<file path="src/rtl/sonet_byte_aligner.sv">
module sonet_byte_aligner #(
  parameter int          W   = 8,
  parameter int          N1  = 3,
  parameter int          N2  = 3,
  parameter logic [W-1:0] A1 = 8'hF6,
  parameter logic [W-1:0] A2 = 8'h28
) (
  input  logic         clk,
  input  logic         rst_n,
  input  logic         sdin,
  input  logic         oof_in,
  output logic [W-1:0] pdata,
  output logic         byte_en,
  output logic         fp
);
  localparam int PW = W * (N1 + N2);
  localparam int CW = (W > 1) ? $clog2(W) : 1;
  localparam logic [PW-1:0] PAT  = {{N1{A1}}, {N2{A2}}};
  localparam logic [CW-1:0] LAST = CW'(W - 1);

  logic [PW-2:0] sh;
  logic [PW-1:0] nxt;
  logic [CW-1:0] cnt;
  logic          oof_q, armed, found, locked;
  logic          rise, det, be_n, found_n;

  assign nxt     = {sh, sdin};
  assign rise    = oof_in & ~oof_q;
  assign det     = armed && (nxt == PAT);
  assign be_n    = det || (cnt == LAST);
  assign found_n = found | det;

  always_ff @(posedge clk) begin
    if (!rst_n) begin
      sh <= '0;
      oof_q <= 1'b0;
    end else begin
      sh <= nxt[PW-2:0];
      oof_q <= oof_in;
    end
  end

  always_ff @(posedge clk) begin
    if (!rst_n) begin
      armed <= 1'b0;
      found <= 1'b0;
    end else if (rise) begin
      armed <= 1'b1;
      found <= 1'b0;
    end else if (armed) begin
      found <= found_n;
      if (!oof_in && found_n) armed <= 1'b0;
    end
  end

  always_ff @(posedge clk) begin
    if (!rst_n) begin
      cnt <= '0;
      byte_en <= 1'b0;
      fp <= 1'b0;
      locked <= 1'b0;
      pdata <= '0;
    end else begin
      cnt <= be_n ? '0 : cnt + 1'b1;
      byte_en <= be_n;
      fp <= det;
      if (det) locked <= 1'b1;
      if (be_n && (locked || det)) pdata <= nxt[W-1:0];
    end
  end

  AST_FP_ON_A2: assert property (@(posedge clk) disable iff (!rst_n)
    fp |-> (byte_en && pdata == A2));
  AST_FP_SINGLE: assert property (@(posedge clk) disable iff (!rst_n)
    fp |=> !fp);
  AST_ZERO_UNTIL_LOCK: assert property (@(posedge clk) disable iff (!rst_n)
    !locked |-> pdata == '0);
  AST_FP_NEEDS_ARM: assert property (@(posedge clk) disable iff (!rst_n)
    fp |-> $past(armed));
  AST_DISARM_ON_LOW: assert property (@(posedge clk) disable iff (!rst_n)
    $fell(armed) |-> !$past(oof_in));
  AST_PDATA_HOLD: assert property (@(posedge clk) disable iff (!rst_n)
    !byte_en |-> $stable(pdata));
endmodule

</file>
<file path="config.mk">
export PLATFORM = sky130hd
export DESIGN_NAME = sonet_byte_aligner
export DESIGN_NICKNAME = d
export VERILOG_FILES = /design/src/rtl/sonet_byte_aligner.sv
export SDC_FILE = /design/constraint.sdc
export NUM_CORES = 1
export LEC_CHECK = 0
export BUFFER_PORTS_ARGS = -buffer_cell sky130_fd_sc_hd__buf_2
export CAP_MARGIN = 20
export CORE_ASPECT_RATIO = 1.2
export CORE_MARGIN = 5
export CORE_UTILIZATION = 55
export DETAILED_ROUTE_END_ITERATION = 8
export GPL_TIMING_DRIVEN = 0
export PLACE_DENSITY = 0.74
export SYNTH_ARGS = -nofsm -noshare
export SYNTH_HDL_FRONTEND = slang
export SYNTH_SLANG_ARGS = --single-unit
</file>
<file path="constraint.sdc">
create_clock -name clk -period 2.9 [get_ports clk]
set_input_delay 0.58 -clock clk [delete_from_list [all_inputs] [get_ports clk]]
set_output_delay 0.58 -clock clk [all_outputs]
set_load 0.05 [all_outputs]
</file>
# ---- Word-level counts from Yosys, hierarchy flattened
# Index checks and enable logic that the tools add are counted.
dict set report totals {
  inputBits 4
  register_bits 64
  out_inout_bits 10
}
dict set report classes {
  eq_ne 2
  addsub 1
  n_mux 3
  n_bitwise 4
  reduce_logical 8
}
# cell count
set op_table {}
lappend op_table {{$eq A48 B48 Y1 const B} 1}
lappend op_table {{$reduce_or A2 Y1} 2}
lappend op_table {{$add A3 B1 Y3 const B} 1}
lappend op_table {{$eq A3 B3 Y1 const B} 1}
lappend op_table {{$logic_and A1 B1 Y1} 3}
lappend op_table {{$mux W1} 3}
lappend op_table {{$logic_or A1 B1 Y1} 2}
lappend op_table {{$not A1 Y1} 2}
lappend op_table {{$and A1 B1 Y1} 1}
lappend op_table {{$logic_not A1 Y1} 1}
lappend op_table {{$or A1 B1 Y1} 1}

# ---- Longest topological paths before layout
# Gate-level depths: netlist of run 1.
dict set report depth {
  word_depth 7
  mapped_depth 6
}

# ---- Least setup slack after synthesis of run 1
# Ideal clock, no wire load.
dict set report synth_path {
  path_type {register to register}
  from {register sh[39]}
  to {register pdata[1]}
  synth_period_minus_slack_ns 2.148
  slack_ns 0.752
  n_path_buf 1
  path_stages_with_launch 7
  t_arrival_ns 2.077
  required_time_ns 2.828
  path_cell_list {dfxtp_1 -> or4bb_1 -> or4_4 -> nor4_4 -> a21o_1 -> buf_6 -> mux2i_1}
}
dict set report synth_between {
  elab_chain_len 4
  word_cells_on_any_way 5
}
# element line_no
set synth_lines {}
lappend synth_lines {{start, declared} 21} ;# logic [PW-2:0] sh;
lappend synth_lines {{start signal, assigned} 38} ;# sh <= nxt[PW-2:0];
lappend synth_lines {{$eq A48 B48 Y1 (*)} 29} ;# assign det = armed && (nxt == PAT);
lappend synth_lines {{$logic_and A1 B1 Y1 (*)} 29}
lappend synth_lines {{$logic_or A1 B1 Y1 (on tied branches)} {30, 68}}
lappend synth_lines {{$logic_and A1 B1 Y1 (*)} 68} ;# if (be_n && (locked || det)) pdata <= nxt[W-1:0];
lappend synth_lines {{end signal, assigned} 68}
lappend synth_lines {{end, declared} 12} ;# output logic [W-1:0] pdata,
# Every way passes the cells marked *; elsewhere a longest branch is shown, timed or not.
# A chain may end at the register's enable or synchronous reset.

# ---- Final worst setup path of run 1
dict set report layout_path {
  from {register sh[5]}
  to {register pdata[3]}
}
# Same word-level chain as after synthesis.

==> out/results.md, run 1 <==
- completed — outcome
- 666.4 nW/um2 — Power Dens Cells
- 0 — count of endpoints failing setup in the final report
- 12 — number of buffers inserted by port buffering
- 9 — number of CTS-inserted buffers
- 0.06 ns — Worst-path clk slew
- 11 — pin count of the biggest net entering global routing
- flip-flop to flip-flop — path class of the lowest-slack min-delay path
- 4973 um2 — area of the die
- 14.54% — all-layer global routing usage
- 0.7263 — RD Place Congestion
- no — unrepaired setup endpoints after global routing
- 14.71% — share of cells above drive strength 1
- done — clock tree from TritonCTS
- 64 — number of register bits inferred by synthesis
- 56.30% — initial standard-cell utilization of the core
- 3573 um2 — core region area
- 64 — Clock Sinks
- 72.59% — Relative slew margins
- 183 — synthesized netlist net count
- 0 — max-slew violation total from the final report
- 13.34 um — Wirelength per Cell
- 3 — H-tree levels
- 12.75% — area growth from synthesis to layout
- 0 — Yosys warning count
- 11.37 um2 — Post-Synthesis Mean Instance Area
- 5382 um — wire length of the first global-routing pass
- 3.15 ns — Req. time, crit path
- 0.3725 mV — IR drop worst, VDD
- 26 — Unique masters post-synth
- flip-flop — startpoint type of the worst setup path
- flip-flop to flip-flop — category of the critical setup timing path
- flip-flop — type of destination of the critical path
- 47 — DR iter-0 viols
- 4.963 — via-per-instance ratio
- sky130_fd_sc_hd__clkbuf_8 — cell at the root of the clock tree
- 0.33 ns — clock insertion delay at the later pin of the skew report
- 0 — Antenna diodes
- 14 — I/O pin total
- 2012 um2 — Post-Syn Area
- 2.346 ns — final critical-path required period
- 0 — initial antenna violation count
- 0 — number of failing hold endpoints at the final stage
- 4 — Pre-antenna DRT Iters
- 63.68% — post-synthesis sequential area ratio
- 8 — critical path peak fanout
- 2268 um2 — final instance area
- 0.9987 nW — standby leakage power
- 0.5419 ns — worst-case setup slack after placement
- 2121 um2 — cell area reported after detailed placement
- 0.4111 ns — pin slew with the least headroom to its limit
- 0.004463 ns — Fin Clk Skew
- 0 — Post-CTS Repair Setup Buffers
- 0 — GR Overflow Total
- 2.60 ns — arrival time of the worst setup path
- 1218 — via count of the first global-routing pass
- 2 — Max clock buf depth
- 426.3 MHz — maximum clock frequency
- 24 — number of placement rows
- 0 — post-cts sizing count
- 1206 — overall via count from detail_route
- 76.26 um — overall die height
- 3241 um — final wirelength
- 2345 um — HPWL reported at the end of detailed placement
- 0 — Maximum Capacitance Violations
- 206 — net count reported at finish
- 0 — number of nets with antenna violations after routing
- 177 — Post-Synthesis Cells
- 0.5541 ns — final setup slack of the worst path
- 0 — number of hold buffers added after CTS
- 0 ns — post-route setup TNS
- 80.89% — fraction of the cycle the final worst path needs
- 0 — drt drc
- 65.21 um — Die Width
logic make-up (layout without fill, tap and decap cells):
logic type,after synthesis,after routing,share of synthesized area [%]
AOI/OAI and AO/OA,4,4,1.679
adders and majority gates,2,2,1.244
DFF,64,64,63.68
buffers and inverters,18,45,3.732
and+or+nand+nor,81,81,25.68
muxes,8,8,3.980
final timing paths:
check | depth (start not counted) | from | endpoint | slack, ns
worst max-delay path | 6 | sh[5]$_SDFF_PN0_ | pdata[3]$_SDFFE_PN0P_ | 0.55
worst min-delay path | 1 | cnt[0]$_SDFF_PP0_ | cnt[0]$_SDFF_PP0_ | 0.44
worst max register to register | 6 | sh[5]$_SDFF_PN0_ | pdata[3]$_SDFFE_PN0P_ | 0.55
worst min register to register | 1 | cnt[0]$_SDFF_PP0_ | cnt[0]$_SDFF_PP0_ | 0.44
where the power goes:
group	switching (mW)	total, mW	leakage (nW)	internal [mW]
registers	0.00326	0.890	0.517	0.887
clock network	0.287	0.592	0.0745	0.305
logic	0.0191	0.0289	0.407	0.00978
total	0.309	1.51	0.999	1.20
flip-flops by register name, summed over array words and instances (netlist names):
name / cells
armed: 1
byte_en: 1
cnt: 3
found: 1
fp: 1
locked: 1
oof_q: 1
pdata: 8
sh: 47
synth_stat cells:
master,n,area (um2)
sky130_fd_sc_hd__a21o_1,1,7.510
sky130_fd_sc_hd__and2_1,39,244.0
sky130_fd_sc_hd__and2_2,2,15.01
sky130_fd_sc_hd__and4b_1,1,10.01
sky130_fd_sc_hd__buf_6,1,11.26
sky130_fd_sc_hd__clkbuf_1,7,26.28
sky130_fd_sc_hd__dfxtp_1,64,1281
sky130_fd_sc_hd__ha_1,2,25.02
sky130_fd_sc_hd__inv_1,10,37.54
sky130_fd_sc_hd__mux2i_1,8,80.08
sky130_fd_sc_hd__nand2_1,16,60.06
sky130_fd_sc_hd__nand3b_1,1,7.510
sky130_fd_sc_hd__nand4_1,4,25.02
sky130_fd_sc_hd__nor2_1,4,15.01
sky130_fd_sc_hd__nor2b_1,2,12.51
sky130_fd_sc_hd__nor3b_1,1,7.510
sky130_fd_sc_hd__nor4_1,1,6.260
sky130_fd_sc_hd__nor4_4,1,21.27
sky130_fd_sc_hd__nor4b_1,2,17.52
sky130_fd_sc_hd__nor4bb_1,3,30.03
sky130_fd_sc_hd__o21a_1,2,15.01
sky130_fd_sc_hd__o221a_2,1,11.26
sky130_fd_sc_hd__or3b_2,1,8.760
sky130_fd_sc_hd__or4_4,1,11.26
sky130_fd_sc_hd__or4b_4,1,13.76
sky130_fd_sc_hd__or4bb_1,1,11.26
area by class of cell:
cell class              instances  area [um2]
fillers                       299        1305
repair buffers                 12       60.06
inverters                      10       37.54
clock inverters                 1       5.005
plain buffers                   8       37.54
multi-input cells              95       655.6
clock buffers                  14       142.6
well taps                      39       48.80
flip-flops and latches         64        1281
per-stage QoR:
stage               total power, mW  util (%)  instances  hold WS (ns)
global route                  1.572     63.48        243        0.4578
floorplan                    0.9288         -        177        0.3973
finish                        1.512     63.48        243        0.4362
detailed placement           0.9386     59.35        228        0.4337
global placement             0.9361     59.35        228        0.4041
CTS                           1.519     63.48        243        0.4419
per-layer routing:
layer	vias to the layer above	routed length, um	GRT usage [%]	share of wire, %
met1	563	1435	15.95	44
met3	8	101	4.425	3.1
met2	14	1616	23.20	50
met4	0	89	10.58	2.7
met5	-	0	0	0
li1	621	-	-	-
critical path: stages (launching register included):
cell,delay [ns]
sky130_fd_sc_hd__dfxtp_1,0.32
sky130_fd_sc_hd__or4b_4,0.53
sky130_fd_sc_hd__or4_4,0.51
sky130_fd_sc_hd__nor4_4,0.40
sky130_fd_sc_hd__a21o_1,0.15
sky130_fd_sc_hd__buf_6,0.15
sky130_fd_sc_hd__mux2i_1,0.20
placed cells by master, fill, tap and decap left out, types with 3 or more instances in the layout:
master	netlist	layout
sky130_fd_sc_hd__dfxtp_1	64	64
sky130_fd_sc_hd__nor4bb_1	3	3
sky130_fd_sc_hd__nand4_1	4	4
sky130_fd_sc_hd__inv_1	10	10
sky130_fd_sc_hd__buf_2	0	12
sky130_fd_sc_hd__clkbuf_8	0	9
sky130_fd_sc_hd__nor2_1	4	4
sky130_fd_sc_hd__clkbuf_1	7	12
sky130_fd_sc_hd__and2_1	39	39
sky130_fd_sc_hd__nand2_1	16	16
sky130_fd_sc_hd__mux2i_1	8	8
Note: power is estimated with default switching activity, not from simulation.
==> run 2: changes to the inputs <==
==> constraint.sdc (replaced) <==
create_clock -name clk -period 2.25 [get_ports clk]
set_input_delay 0.45 -clock clk [delete_from_list [all_inputs] [get_ports clk]]
set_output_delay 0.45 -clock clk [all_outputs]
set_load 0.05 [all_outputs]
==> run 2 against run 1 <==
  * Final cell count rose by 0.41%
  * Worst setup slack got worse by 0.53 ns
  * Critical path type unchanged
  * Register-to-register slack got worse by 0.53 ns
  * Global-route usage rose by 0.061 points
  * First-iteration DRC count fell by 34%
  * Critical path depth did not move
  * Largest cell class unchanged
==> out/results.md, run 2 (synthesis gave the netlist of run 1 again) <==
- sh — Largest Register
- 4.996 — via-per-instance ratio
- 24 — number of placement rows
- 64 — Clock Sinks
- 2 — Max clock buf depth
- 0.02 ns — register-to-register setup slack
- 0.4085 ns — pin slew with the least headroom to its limit
- sky130_fd_sc_hd__dfxtp_1 — most frequent standard cell in the layout excluding fill and tap cells
- sh[5]$_SDFF_PN0_ — r2r startpoint
- 2278 um2 — final instance area
- 3 — worst hold path cell count
- 2.50 ns — Req. time, crit path
- primary input to flip-flop — path class of the lowest-slack min-delay path
- 8 — critical path peak fanout
- 2345 um — HPWL reported at the end of detailed placement
- 0 — number of hold buffers added after CTS
- 0.32 ns — clock insertion delay at the later pin of the skew report
- 9 — number of CTS-inserted buffers
- 5409 um — wire length of the first global-routing pass
- flip-flop to flip-flop — category of the critical setup timing path
- 207 — net count reported at finish
- 2121 um2 — cell area reported after detailed placement
- 298 — Filler cells
- 0 — GR Overflow Total
- 0 — Antenna diodes
- 0.003986 ns — Fin Clk Skew
- 2.48 ns — arrival time of the worst setup path
- 62 x sky130_fd_sc_hd__dfxtp_1, 39 x sky130_fd_sc_hd__and2_1, 16 x sky130_fd_sc_hd__nand2_1, 12 x sky130_fd_sc_hd__clkbuf_1, 12 x sky130_fd_sc_hd__buf_2 — most used cells in the layout excluding fill and tap cells
- 76.26 um — overall die height
- 4973 um2 — area of the die
- 0.02123 ns — final setup slack of the worst path
- 65.21 um — Die Width
- 2.229 ns — final critical-path required period
- 14.60% — all-layer global routing usage
- 0 — initial antenna violation count
- 0 — count of endpoints failing setup in the final report
- completed — outcome
- flip-flop — type of destination of the critical path
- 1221 — via count of the first global-routing pass
- 13.25% — area growth from synthesis to layout
- 3573 um2 — core region area
- 47 — number of flip-flops in the largest register
- 14 — I/O pin total
- 0 — number of failing hold endpoints at the final stage
- yes — unrepaired setup endpoints after global routing
- 655.6 um2 — footprint of the multi-input gates
- 4 — Pre-antenna DRT Iters
- 11 — pin count of the biggest net entering global routing
- 3283 um — final wirelength
- 99.06% — fraction of the cycle the final worst path needs
- 1.948 mW — total power
- 16.10% — share of cells above drive strength 1
- 1219 — overall via count from detail_route
- 0 — Maximum Capacitance Violations
- sky130_fd_sc_hd__clkbuf_8 — cell at the root of the clock tree
- 0.7263 — RD Place Congestion
- 13.45 um — Wirelength per Cell
- flip-flop — startpoint type of the worst setup path
- 3 — H-tree levels
- 6 — worst-case reg-to-reg path depth
- 31 — DR iter-0 viols
- 448.7 MHz — maximum clock frequency
- 12 — number of buffers inserted by port buffering
- 855.1 nW/um2 — Power Dens Cells
- 0.4801 mV — IR drop worst, VDD
- done — clock tree from TritonCTS
- pdata[3]$_SDFFE_PN0P_ — Reg-to-Reg End
- 0 — max-slew violation total from the final report
- 72.77% — Relative slew margins
- 1.005 nW — standby leakage power
- 56.30% — initial standard-cell utilization of the core
- pdata[3]$_SDFFE_PN0P_ — end of the critical path
- sh x47, pdata x8, cnt x3 — largest registers ranked by flip-flop count
- 0 — number of nets with antenna violations after routing
- 1284 um2 — area taken by flip-flops and latches
- sh[5]$_SDFF_PN0_ — Critical Path Start
- 0 — drt drc
- 0.06 ns — Worst-path clk slew
- -0.1081 ns — worst-case setup slack after placement
## run 2: stage by stage
step | hold slack, ns | setup TNS [ns] | cells | utilization [%]
after global routing | 0.3741 | -0.4046 | 244 | 63.76
after global placement | 0.4041 | -0.3911 | 228 | 59.35
after detailed placement | 0.4337 | -0.6075 | 228 | 59.35
after floorplan | 0.3973 | 0 | 177 | -
final | 0.3525 | 0 | 244 | 63.76
after CTS | 0.3507 | 0 | 243 | 63.48
## run 2: critical path, cell delays in order, from the launching register on
cell                      delay [ns]
sky130_fd_sc_hd__dfxtp_2        0.32
sky130_fd_sc_hd__or4b_4         0.53
sky130_fd_sc_hd__or4_4          0.51
sky130_fd_sc_hd__nor4_4         0.28
sky130_fd_sc_hd__a21o_1         0.15
sky130_fd_sc_hd__buf_6          0.15
sky130_fd_sc_hd__mux2i_1        0.20
## run 2: final cells by class
| type | instances | area share, % |
|---|---|---|
| sequential | 64 | 56.34 |
| multi-input combinational | 95 | 28.78 |
| clock buffer | 14 | 6.260 |
| timing repair buffer | 13 | 2.965 |
| tap | 39 | 2.142 |
| buffer | 8 | 1.647 |
| inverter | 10 | 1.647 |
| clock inverter | 1 | 0.2197 |
## run 2: repair_timing
action                     4_1_cts  5_1_grt
pin swaps                        1        0
setup endpoints to repair        9        9
gates resized for setup          0        2
setup buffers                    0        1
## run 2: per-layer routing
metal | part of all wire [%] | global-route usage, % | wire length, um | vias up
li1 | - | - | - | 621
met2 | 50 | 23.20 | 1655 | 15
met5 | 0 | 0 | 0 | -
met1 | 44 | 16.14 | 1454 | 575
met3 | 2.7 | 4.425 | 90 | 8
met4 | 2.5 | 10.58 | 83 | 0
## run 2: worst min path at each step
| stage | start | endpoint | slack (ns) |
|---|---|---|---|
| floorplan | cnt[0]$_SDFF_PP0_ | cnt[0]$_SDFF_PP0_ | 0.40 |
| global placement | cnt[0]$_SDFF_PP0_ | cnt[0]$_SDFF_PP0_ | 0.40 |
| detailed placement | cnt[0]$_SDFF_PP0_ | cnt[0]$_SDFF_PP0_ | 0.43 |
| CTS | sdin | sh[0]$_SDFF_PN0_ | 0.35 |
| global route | oof_in | oof_q$_SDFF_PN0_ | 0.37 |
| finish | sdin | sh[0]$_SDFF_PN0_ | 0.35 |
## run 2: power by group
group / switching (mW) / internal, mW / total, mW
Clock: 0.370 / 0.394 / 0.763
Combinational: 0.0248 / 0.0127 / 0.0374
Sequential: 0.00418 / 1.14 / 1.15
Total: 0.398 / 1.55 / 1.95
